**src/rtl/pinport_pkg.sv**
```systemverilog
// Package: shared constants and types for the masked-access pin port.
// Assumes banks are spaced 4 KiB apart and that a bank is at most 8 pins
// wide, so that the mask field [9:2] stays clear of the region bits [11:10].
package pinport_pkg;

    // Width of the per-bank offset field; bank index sits above it.
    localparam int OFFSET_W  = 12;
    // Lowest address bit of the pin mask field.
    localparam int MASK_LSB  = 2;
    // Offset of the alternate-function select register inside a bank.
    localparam logic [OFFSET_W-1:0] OFF_ALT = 12'h420;
    // Region codes carried in offset bits [11:10].
    localparam logic [1:0] RGN_DATA = 2'b00;
    localparam logic [1:0] RGN_DIR  = 2'b10;

    // Register class picked by one bus address.
    typedef enum logic [1:0] {
        ACC_NONE = 2'd0,
        ACC_DATA = 2'd1,
        ACC_DIR  = 2'd2,
        ACC_ALT  = 2'd3
    } access_e;

endpackage

```
**src/rtl/pinport_sync.sv**
```systemverilog
// Module: multi-stage synchronizer for the asynchronous pin inputs.
// Assumes each pin is an independent slow signal; no bus coherence is
// needed across pins. STAGES must be at least 2.
module pinport_sync #(
    parameter int WIDTH  = 24,
    parameter int STAGES = 2
) (
    input  logic             clk,
    input  logic             rst_n,
    input  logic [WIDTH-1:0] async_in,
    output logic [WIDTH-1:0] sync_out
);

    logic [WIDTH-1:0] stage_q [STAGES];

    // First stage: capture the raw pins.
    always_ff @(posedge clk) begin
        if (!rst_n) stage_q[0] <= '0;
        else        stage_q[0] <= async_in;
    end

    genvar s;
    generate
        for (s = 1; s < STAGES; s++) begin : g_stage
            // Later stages: shift the sample one flop further.
            always_ff @(posedge clk) begin
                if (!rst_n) stage_q[s] <= '0;
                else        stage_q[s] <= stage_q[s-1];
            end

            // each stage takes exactly the previous stage's value.
            assert_stage_shift_R7: assert property (@(posedge clk) disable iff (!rst_n)
                $past(rst_n) |-> stage_q[s] == $past(stage_q[s-1]));
        end
    endgenerate

    assign sync_out = stage_q[STAGES-1];

endmodule

```
**src/rtl/pinport_decode.sv**
```systemverilog
// Module: bus address decoder. It splits the address into bank index,
// register class and pin mask, and raises one write enable per bank and
// register class. Assumes a single-cycle bus with no wait states.
module pinport_decode
    import pinport_pkg::*;
#(
    parameter int ADDR_W    = 14,
    parameter int NUM_BANKS = 3,
    parameter int BANK_W    = 8,
    localparam int SEL_W    = ADDR_W - OFFSET_W
) (
    input  logic                 clk,
    input  logic                 rst_n,
    input  logic [ADDR_W-1:0]    addr,
    input  logic                 wr,
    output access_e              access,
    output logic [SEL_W-1:0]     bank_idx,
    output logic                 bank_hit,
    output logic [BANK_W-1:0]    mask,
    output logic [NUM_BANKS-1:0] we_data,
    output logic [NUM_BANKS-1:0] we_dir,
    output logic [NUM_BANKS-1:0] we_alt
);

    logic [OFFSET_W-1:0] offset;

    assign offset   = addr[OFFSET_W-1:0];
    assign bank_idx = addr[ADDR_W-1:OFFSET_W];
    assign mask     = addr[MASK_LSB+BANK_W-1:MASK_LSB];

    // Bank index check: indices at or above NUM_BANKS are unmapped.
    always_comb begin
        bank_hit = (32'(bank_idx) < NUM_BANKS);
    end

    // Register class: masked data, masked direction, full alt select, or none.
    always_comb begin
        access = ACC_NONE;
        if (offset[1:0] == 2'b00) begin
            if (offset[11:10] == RGN_DATA)     access = ACC_DATA;
            else if (offset[11:10] == RGN_DIR) access = ACC_DIR;
            else if (offset == OFF_ALT)        access = ACC_ALT;
        end
    end

    genvar b;
    generate
        for (b = 0; b < NUM_BANKS; b++) begin : g_we
            logic this_bank;
            assign this_bank  = wr && bank_hit && (bank_idx == SEL_W'(b));
            assign we_data[b] = this_bank && (access == ACC_DATA);
            assign we_dir[b]  = this_bank && (access == ACC_DIR);
            assign we_alt[b]  = this_bank && (access == ACC_ALT);
        end
    endgenerate

    // one bus write reaches at most one register of one bank.
    assert_one_target_R2: assert property (@(posedge clk) disable iff (!rst_n)
        $onehot0({we_data, we_dir, we_alt}));

    // no write enable without a write strobe.
    assert_no_spurious_we_R9: assert property (@(posedge clk) disable iff (!rst_n)
        !wr |-> ({we_data, we_dir, we_alt} == '0));

endmodule

```
**src/rtl/pinport_bank.sv**
```systemverilog
// Module: one bank of pins. It holds the output data, direction and
// alternate-select registers, applies masked updates and forms the
// per-pin read value. Assumes the write enables are mutually exclusive.
module pinport_bank #(
    parameter int BANK_W = 8
) (
    input  logic              clk,
    input  logic              rst_n,
    input  logic              we_data,
    input  logic              we_dir,
    input  logic              we_alt,
    input  logic [BANK_W-1:0] mask,
    input  logic [BANK_W-1:0] wdata,
    input  logic [BANK_W-1:0] pin_sync,
    output logic [BANK_W-1:0] data_q,
    output logic [BANK_W-1:0] dir_q,
    output logic [BANK_W-1:0] alt_q,
    output logic [BANK_W-1:0] pin_val
);

    // Output data: merge write data into the masked bit positions only.
    always_ff @(posedge clk) begin
        if (!rst_n)       data_q <= '0;
        else if (we_data) data_q <= (data_q & ~mask) | (wdata & mask);
    end

    // Direction: same masked merge; 1 means the pin drives.
    always_ff @(posedge clk) begin
        if (!rst_n)      dir_q <= '0;
        else if (we_dir) dir_q <= (dir_q & ~mask) | (wdata & mask);
    end

    // Alternate-function select: whole-byte write, mask not applied.
    always_ff @(posedge clk) begin
        if (!rst_n)      alt_q <= '0;
        else if (we_alt) alt_q <= wdata;
    end

    // Pin value for reads: driven value on outputs, sampled input otherwise.
    always_comb begin
        pin_val = (dir_q & data_q) | (~dir_q & pin_sync);
    end

    // reset clears every register of the bank.
    assert_reset_clear_R1: assert property (@(posedge clk)
        !rst_n |=> (data_q == '0 && dir_q == '0 && alt_q == '0));

    // a data write leaves unmasked bits untouched.
    assert_data_unmasked_R3: assert property (@(posedge clk) disable iff (!rst_n)
        we_data |=> ((data_q ^ $past(data_q)) & ~$past(mask)) == '0);

    // with no data write the data register holds.
    assert_data_hold_R3: assert property (@(posedge clk) disable iff (!rst_n)
        !we_data |=> $stable(data_q));

    // a direction write leaves unmasked bits untouched.
    assert_dir_unmasked_R4: assert property (@(posedge clk) disable iff (!rst_n)
        we_dir |=> ((dir_q ^ $past(dir_q)) & ~$past(mask)) == '0);

    // with no direction write the direction register holds.
    assert_dir_hold_R4: assert property (@(posedge clk) disable iff (!rst_n)
        !we_dir |=> $stable(dir_q));

    // the select register only changes on its own write.
    assert_alt_hold_R8: assert property (@(posedge clk) disable iff (!rst_n)
        !we_alt |=> $stable(alt_q));

endmodule

```
**src/rtl/pin_bank_port.sv**
```systemverilog
// Module: top of the masked-access GPIO port. It ties the decoder, the
// input synchronizer and one bank instance per group of pins together and
// muxes the read data. Assumes a single-cycle bus with combinational reads.
module pin_bank_port
    import pinport_pkg::*;
#(
    parameter int NUM_BANKS   = 3,
    parameter int BANK_W      = 8,
    parameter int ADDR_W      = 14,
    parameter int SYNC_STAGES = 2,
    localparam int PINS       = NUM_BANKS * BANK_W,
    localparam int SEL_W      = ADDR_W - OFFSET_W
) (
    input  logic              clk,
    input  logic              rst_n,
    input  logic [ADDR_W-1:0] bus_addr,
    input  logic              bus_wr,
    input  logic [BANK_W-1:0] bus_wdata,
    output logic [BANK_W-1:0] bus_rdata,
    input  logic [PINS-1:0]   pin_in,
    output logic [PINS-1:0]   pin_out,
    output logic [PINS-1:0]   pin_oe,
    output logic [PINS-1:0]   pin_alt
);

    access_e              access;
    logic [SEL_W-1:0]     bank_idx;
    logic                 bank_hit;
    logic [BANK_W-1:0]    mask;
    logic [NUM_BANKS-1:0] we_data;
    logic [NUM_BANKS-1:0] we_dir;
    logic [NUM_BANKS-1:0] we_alt;
    logic [PINS-1:0]      pin_sync;

    logic [BANK_W-1:0] bank_val [NUM_BANKS];
    logic [BANK_W-1:0] bank_dir [NUM_BANKS];
    logic [BANK_W-1:0] bank_alt [NUM_BANKS];

    pinport_decode #(
        .ADDR_W    (ADDR_W),
        .NUM_BANKS (NUM_BANKS),
        .BANK_W    (BANK_W)
    ) u_decode (
        .clk      (clk),
        .rst_n    (rst_n),
        .addr     (bus_addr),
        .wr       (bus_wr),
        .access   (access),
        .bank_idx (bank_idx),
        .bank_hit (bank_hit),
        .mask     (mask),
        .we_data  (we_data),
        .we_dir   (we_dir),
        .we_alt   (we_alt)
    );

    pinport_sync #(
        .WIDTH  (PINS),
        .STAGES (SYNC_STAGES)
    ) u_sync (
        .clk      (clk),
        .rst_n    (rst_n),
        .async_in (pin_in),
        .sync_out (pin_sync)
    );

    genvar b;
    generate
        for (b = 0; b < NUM_BANKS; b++) begin : g_bank
            pinport_bank #(
                .BANK_W (BANK_W)
            ) u_bank (
                .clk      (clk),
                .rst_n    (rst_n),
                .we_data  (we_data[b]),
                .we_dir   (we_dir[b]),
                .we_alt   (we_alt[b]),
                .mask     (mask),
                .wdata    (bus_wdata),
                .pin_sync (pin_sync[b*BANK_W +: BANK_W]),
                .data_q   (pin_out[b*BANK_W +: BANK_W]),
                .dir_q    (pin_oe[b*BANK_W +: BANK_W]),
                .alt_q    (pin_alt[b*BANK_W +: BANK_W]),
                .pin_val  (bank_val[b])
            );
            assign bank_dir[b] = pin_oe[b*BANK_W +: BANK_W];
            assign bank_alt[b] = pin_alt[b*BANK_W +: BANK_W];
        end
    endgenerate

    // Read mux: pick the addressed bank, then the register class and mask.
    always_comb begin
        logic [BANK_W-1:0] sel_val;
        logic [BANK_W-1:0] sel_dir;
        logic [BANK_W-1:0] sel_alt;
        sel_val = '0;
        sel_dir = '0;
        sel_alt = '0;
        for (int i = 0; i < NUM_BANKS; i++) begin
            if (bank_idx == SEL_W'(i)) begin
                sel_val = bank_val[i];
                sel_dir = bank_dir[i];
                sel_alt = bank_alt[i];
            end
        end
        bus_rdata = '0;
        if (bank_hit) begin
            case (access)
                ACC_DATA: bus_rdata = sel_val & mask;
                ACC_DIR:  bus_rdata = sel_dir & mask;
                ACC_ALT:  bus_rdata = sel_alt;
                default:  bus_rdata = '0;
            endcase
        end
    end

    // masked reads never return bits outside the address mask.
    assert_read_mask_R5: assert property (@(posedge clk) disable iff (!rst_n)
        (bus_addr[OFFSET_W-1:OFFSET_W-2] == RGN_DATA || bus_addr[OFFSET_W-1:OFFSET_W-2] == RGN_DIR)
        |-> (bus_rdata & ~bus_addr[MASK_LSB+BANK_W-1:MASK_LSB]) == '0);

    // an unmapped bank index reads as zero.
    assert_unmapped_read_R2: assert property (@(posedge clk) disable iff (!rst_n)
        (32'(bus_addr[ADDR_W-1:OFFSET_W]) >= NUM_BANKS) |-> bus_rdata == '0);

    // reserved offsets read as zero.
    assert_reserved_read_R9: assert property (@(posedge clk) disable iff (!rst_n)
        (bus_addr[1:0] != 2'b00) |-> bus_rdata == '0);

endmodule

```
**config.mk**
```make
export PLATFORM = sky130hd
export DESIGN_NAME = pin_bank_port
export DESIGN_NICKNAME = d
export VERILOG_FILES = /design/src/rtl/pinport_pkg.sv /design/src/rtl/pinport_sync.sv /design/src/rtl/pinport_decode.sv /design/src/rtl/pinport_bank.sv /design/src/rtl/pin_bank_port.sv
export SDC_FILE = /design/constraint.sdc
export NUM_CORES = 1
export LEC_CHECK = 0
export BUFFER_PORTS_ARGS = -buffer_cell sky130_fd_sc_hd__buf_2
export CELL_PAD_IN_SITES_DETAIL_PLACEMENT = 0
export CELL_PAD_IN_SITES_GLOBAL_PLACEMENT = 1
export CORE_ASPECT_RATIO = 0.8
export CORE_UTILIZATION = 36
export DETAILED_ROUTE_END_ITERATION = 10
export HOLD_SLACK_MARGIN = 0.05
export PLACE_DENSITY_LB_ADDON = 0.1
export SLEW_MARGIN = 20
export SYNTH_ARGS = -nofsm -noshare
export SYNTH_HDL_FRONTEND = slang
export SYNTH_SLANG_ARGS = --single-unit
```
**constraint.sdc**
```tcl
create_clock -name clk -period 2.47 [get_ports clk]
set_input_delay 0.3705 -clock clk [delete_from_list [all_inputs] [get_ports clk]]
set_output_delay 0.3705 -clock clk [all_outputs]
set_load 0.1 [all_outputs]
```
==> flow_summary.toml <==
[floorplan]
die-area_mm2 = 0.0155
initial_core_util_pct = 37.4
rows = 39
fp.dieW_um = 139
core_area_mm2 = 0.0144
ios = 129
fp.dieH_um = 112

[final_layout]
fin_util_pct = 52.7
fin_cells = 987
drive_above_1_share_pct = 33.5
diodes = 0
num-nets-final = 843
fillers = 1339
area_growth_syn_to_layout_pct = 40.8

[detailed_routing]
final_antenna_net_count = 0
drc = 7
viasPerCell = 5.10
drt_iter0_drc = 285
wl_mm = 16.3
wire_per_inst_um = 16.5
vias = 5033
first_pass_iters = 8

[sta]
fin_worst_skew_ns = 0.00276
setup_tns_ns = -3.46
hold_violations = 0
timing.final.crit_share_pct = 120
drv_slew = 0
fmax_mhz = 338
rsz0062_at_grt = "yes"
slew_headroom_pct = 55.8
hold_ws_ns = 0.156
setup_slack_ns = -0.491
setup_viol = 8
period_needed_ns = 2.96
worst_pin_slew_ns = 0.662

[cts]
cts.path.max_buffers = 2
cts_hold_buffers = 0
htree_num_levels = 4
clkTransAtPathRegs_ns = 0.06
cts.sink_count = 120
cts_tree = "built"
cts_buffers = 17
root_buffer = "clkbuf_16"
insertion_delay_ns = 0.41

[setup_path]
critPathLaunchType = "primary input"
path_max_fanout = 5
worstSetupPathType = "in -> out"
critPathCaptureType = "primary output"
required_ns = 2.10
critPathArrivalTime_ns = 2.59
reg2reg_depth = 2

[flow_run]
drv_cap = 0

[logic_synthesis]
synth_seq_cells = 120
syn-instance-count = 639
synth.most_common_cell = "nand2_1"
ys_seq_area_share_pct = 44.5
synthFlopType = "dfxtp_1"
synth_top_area_share_pct = 44.5
synth_top_cell_by_area = "dfxtp_1"
syn-num-nets = 692
ys_types = 36
yosys-top-cells-area = "dfxtp_1 (44%), nand2_1 (11%), a21boi_0 (6.3%)"
async_flop_share_pct = 0
synthTopCellsByCount = "nand2_1 (155), dfxtp_1 (120), nand3_1 (51), and2_1 (48), a21boi_0 (45)"
synth.avg_cell_area_um2 = 8.45
synth_warnings = 0
synth-edff-count = 0
synthesis.area_mm2 = 0.00540

[hold_path]
whs_path_depth = 2
hold_class = "in -> reg"

[pwr]
cellPowerDensity_mw_per_mm2 = 639
combPwrFrac_pct = 6.8
p_leak_nw = 3.04
power_switching_mw = 1.12
ir_worst_vdd_mv = 0.437
clockPowerShare_pct = 52.4
seq_power_share_pct = 40.8
swShare_pct = 23.1
internal_power_mw = 3.74

[global_routing]
overflow = 0
grt_antenna_before_repair = 0
gr-usage-met1_pct = 27.8
grt_max_degree = 48
met2_usage_pct = 35.7
busiest_layer = "met2"
grt_pass1_wl_mm = 25.4
grt.met3_usage_pct = 5.16
track_usage_pct = 21.5
grt_pass1_vias = 4784

[placed_design]
io_buffers = 128
finalWeightedCongestion = 0.796
dpl.cell_count = 944
post-dp-hpwl_mm = 11.8
pre_cts_ws_ns = -0.957

[status]
violations = "design-rule violations, negative setup slack"
status = "complete, but fails checks"
## layout make-up
type	instances	area, µm²	area share, %
well taps	184	230	3.03
clock inverters	14	173	2.27
multi-input cells	461	2930	38.5
clock buffers	18	439	5.77
flip-flops and latches	120	2400	31.6
inverters	1	3.75	0.0494
repair buffers	189	1430	18.8
## worst max-delay path: stages
cell and delay, ns:
buf_8 0.10, nor3_4 0.18, buf_6 0.14, and3_4 0.19, o21a_1 0.15, inv_2 0.06
ha_4 0.20, buf_12 0.14, buf_6 0.11, or3b_4 0.36, a21oi_2 0.14, a21oi_2 0.08
o21ai_4 0.16, buf_12 0.19
## power groups by stage
stage | Clock (mW) | Combinational [mW] | Sequential, mW
finish | 2.55 | 0.329 | 1.99
global route | 2.68 | 0.355 | 1.99
CTS | 2.59 | 0.321 | 1.99
detailed placement | 0 | 0.293 | 2.03
global placement | 0 | 0.289 | 2.03
floorplan | 0 | 0.164 | 2.04
## metrics by stage
stage,power [mW],instance area [µm²]
after floorplan,2.20,5570
after global placement,2.32,6670
after detailed placement,2.32,6670
after CTS,4.90,7540
after global routing,5.03,7610
final,4.86,7610
## per-layer routing
metal | up-vias | share of wire (%) | wire, µm
li1 | 2471 | - | -
met5 | - | 0 | 0
met3 | 10 | 4.8 | 777
met2 | 127 | 47 | 7720
met1 | 2425 | 47 | 7670
met4 | 0 | 0.93 | 151
## layout by cell type (no fill, tap or decap), types with 4 or more instances in the layout
cell type  instances
a21boi_0          45
a21boi_1          27
a21oi_2           10
a32oi_2            5
and2_1            48
and4b_1            4
buf_12            19
buf_2            114
buf_4             43
buf_6             11
clkbuf_16         17
clkinv_4           4
dfxtp_1          120
mux2i_1           17
nand2_1          151
nand2b_1          15
nand3_1           51
o21ai_0           21
o21ai_1            9
o21ai_4            5
o2bb2ai_1          8
or3b_4             4
## cell families (layout without fill, tap and decap cells)
kind of cell / Yosys count / after routing / share of synthesized area, %
multiplexers: 18 / 18 / 3.34
adder cells (fa/ha/maj): 4 / 4 / 0.927
AND/OR/NAND/NOR: 298 / 298 / 27.0
AO/OA/AOI/OAI: 141 / 141 / 17.8
flip-flops: 120 / 120 / 44.5
buffers and inverters: 58 / 222 / 6.44
## worst paths after layout
path,start,endpoint,slack (ns)
max reg2reg,register,register,1.73
min,pin_in[16],u_sync.stage_q[0][16]$_SDFF_PN0_,0.16
min reg2reg,u_sync.stage_q[0][14]$_SDFF_PN0_,u_sync.stage_q[1][14]$_SDFF_PN0_,0.43
max,bus_addr[7],bus_rdata[2],-0.49
## timing repair
item / in CTS / in global routing
endpoints found under the setup margin: 8 / 8
buffers inserted: 12 / 1
gates resized for setup: 32 / 17
pin swaps: 21 / 17
No activity file was read; power rests on OpenSTA's default activity.
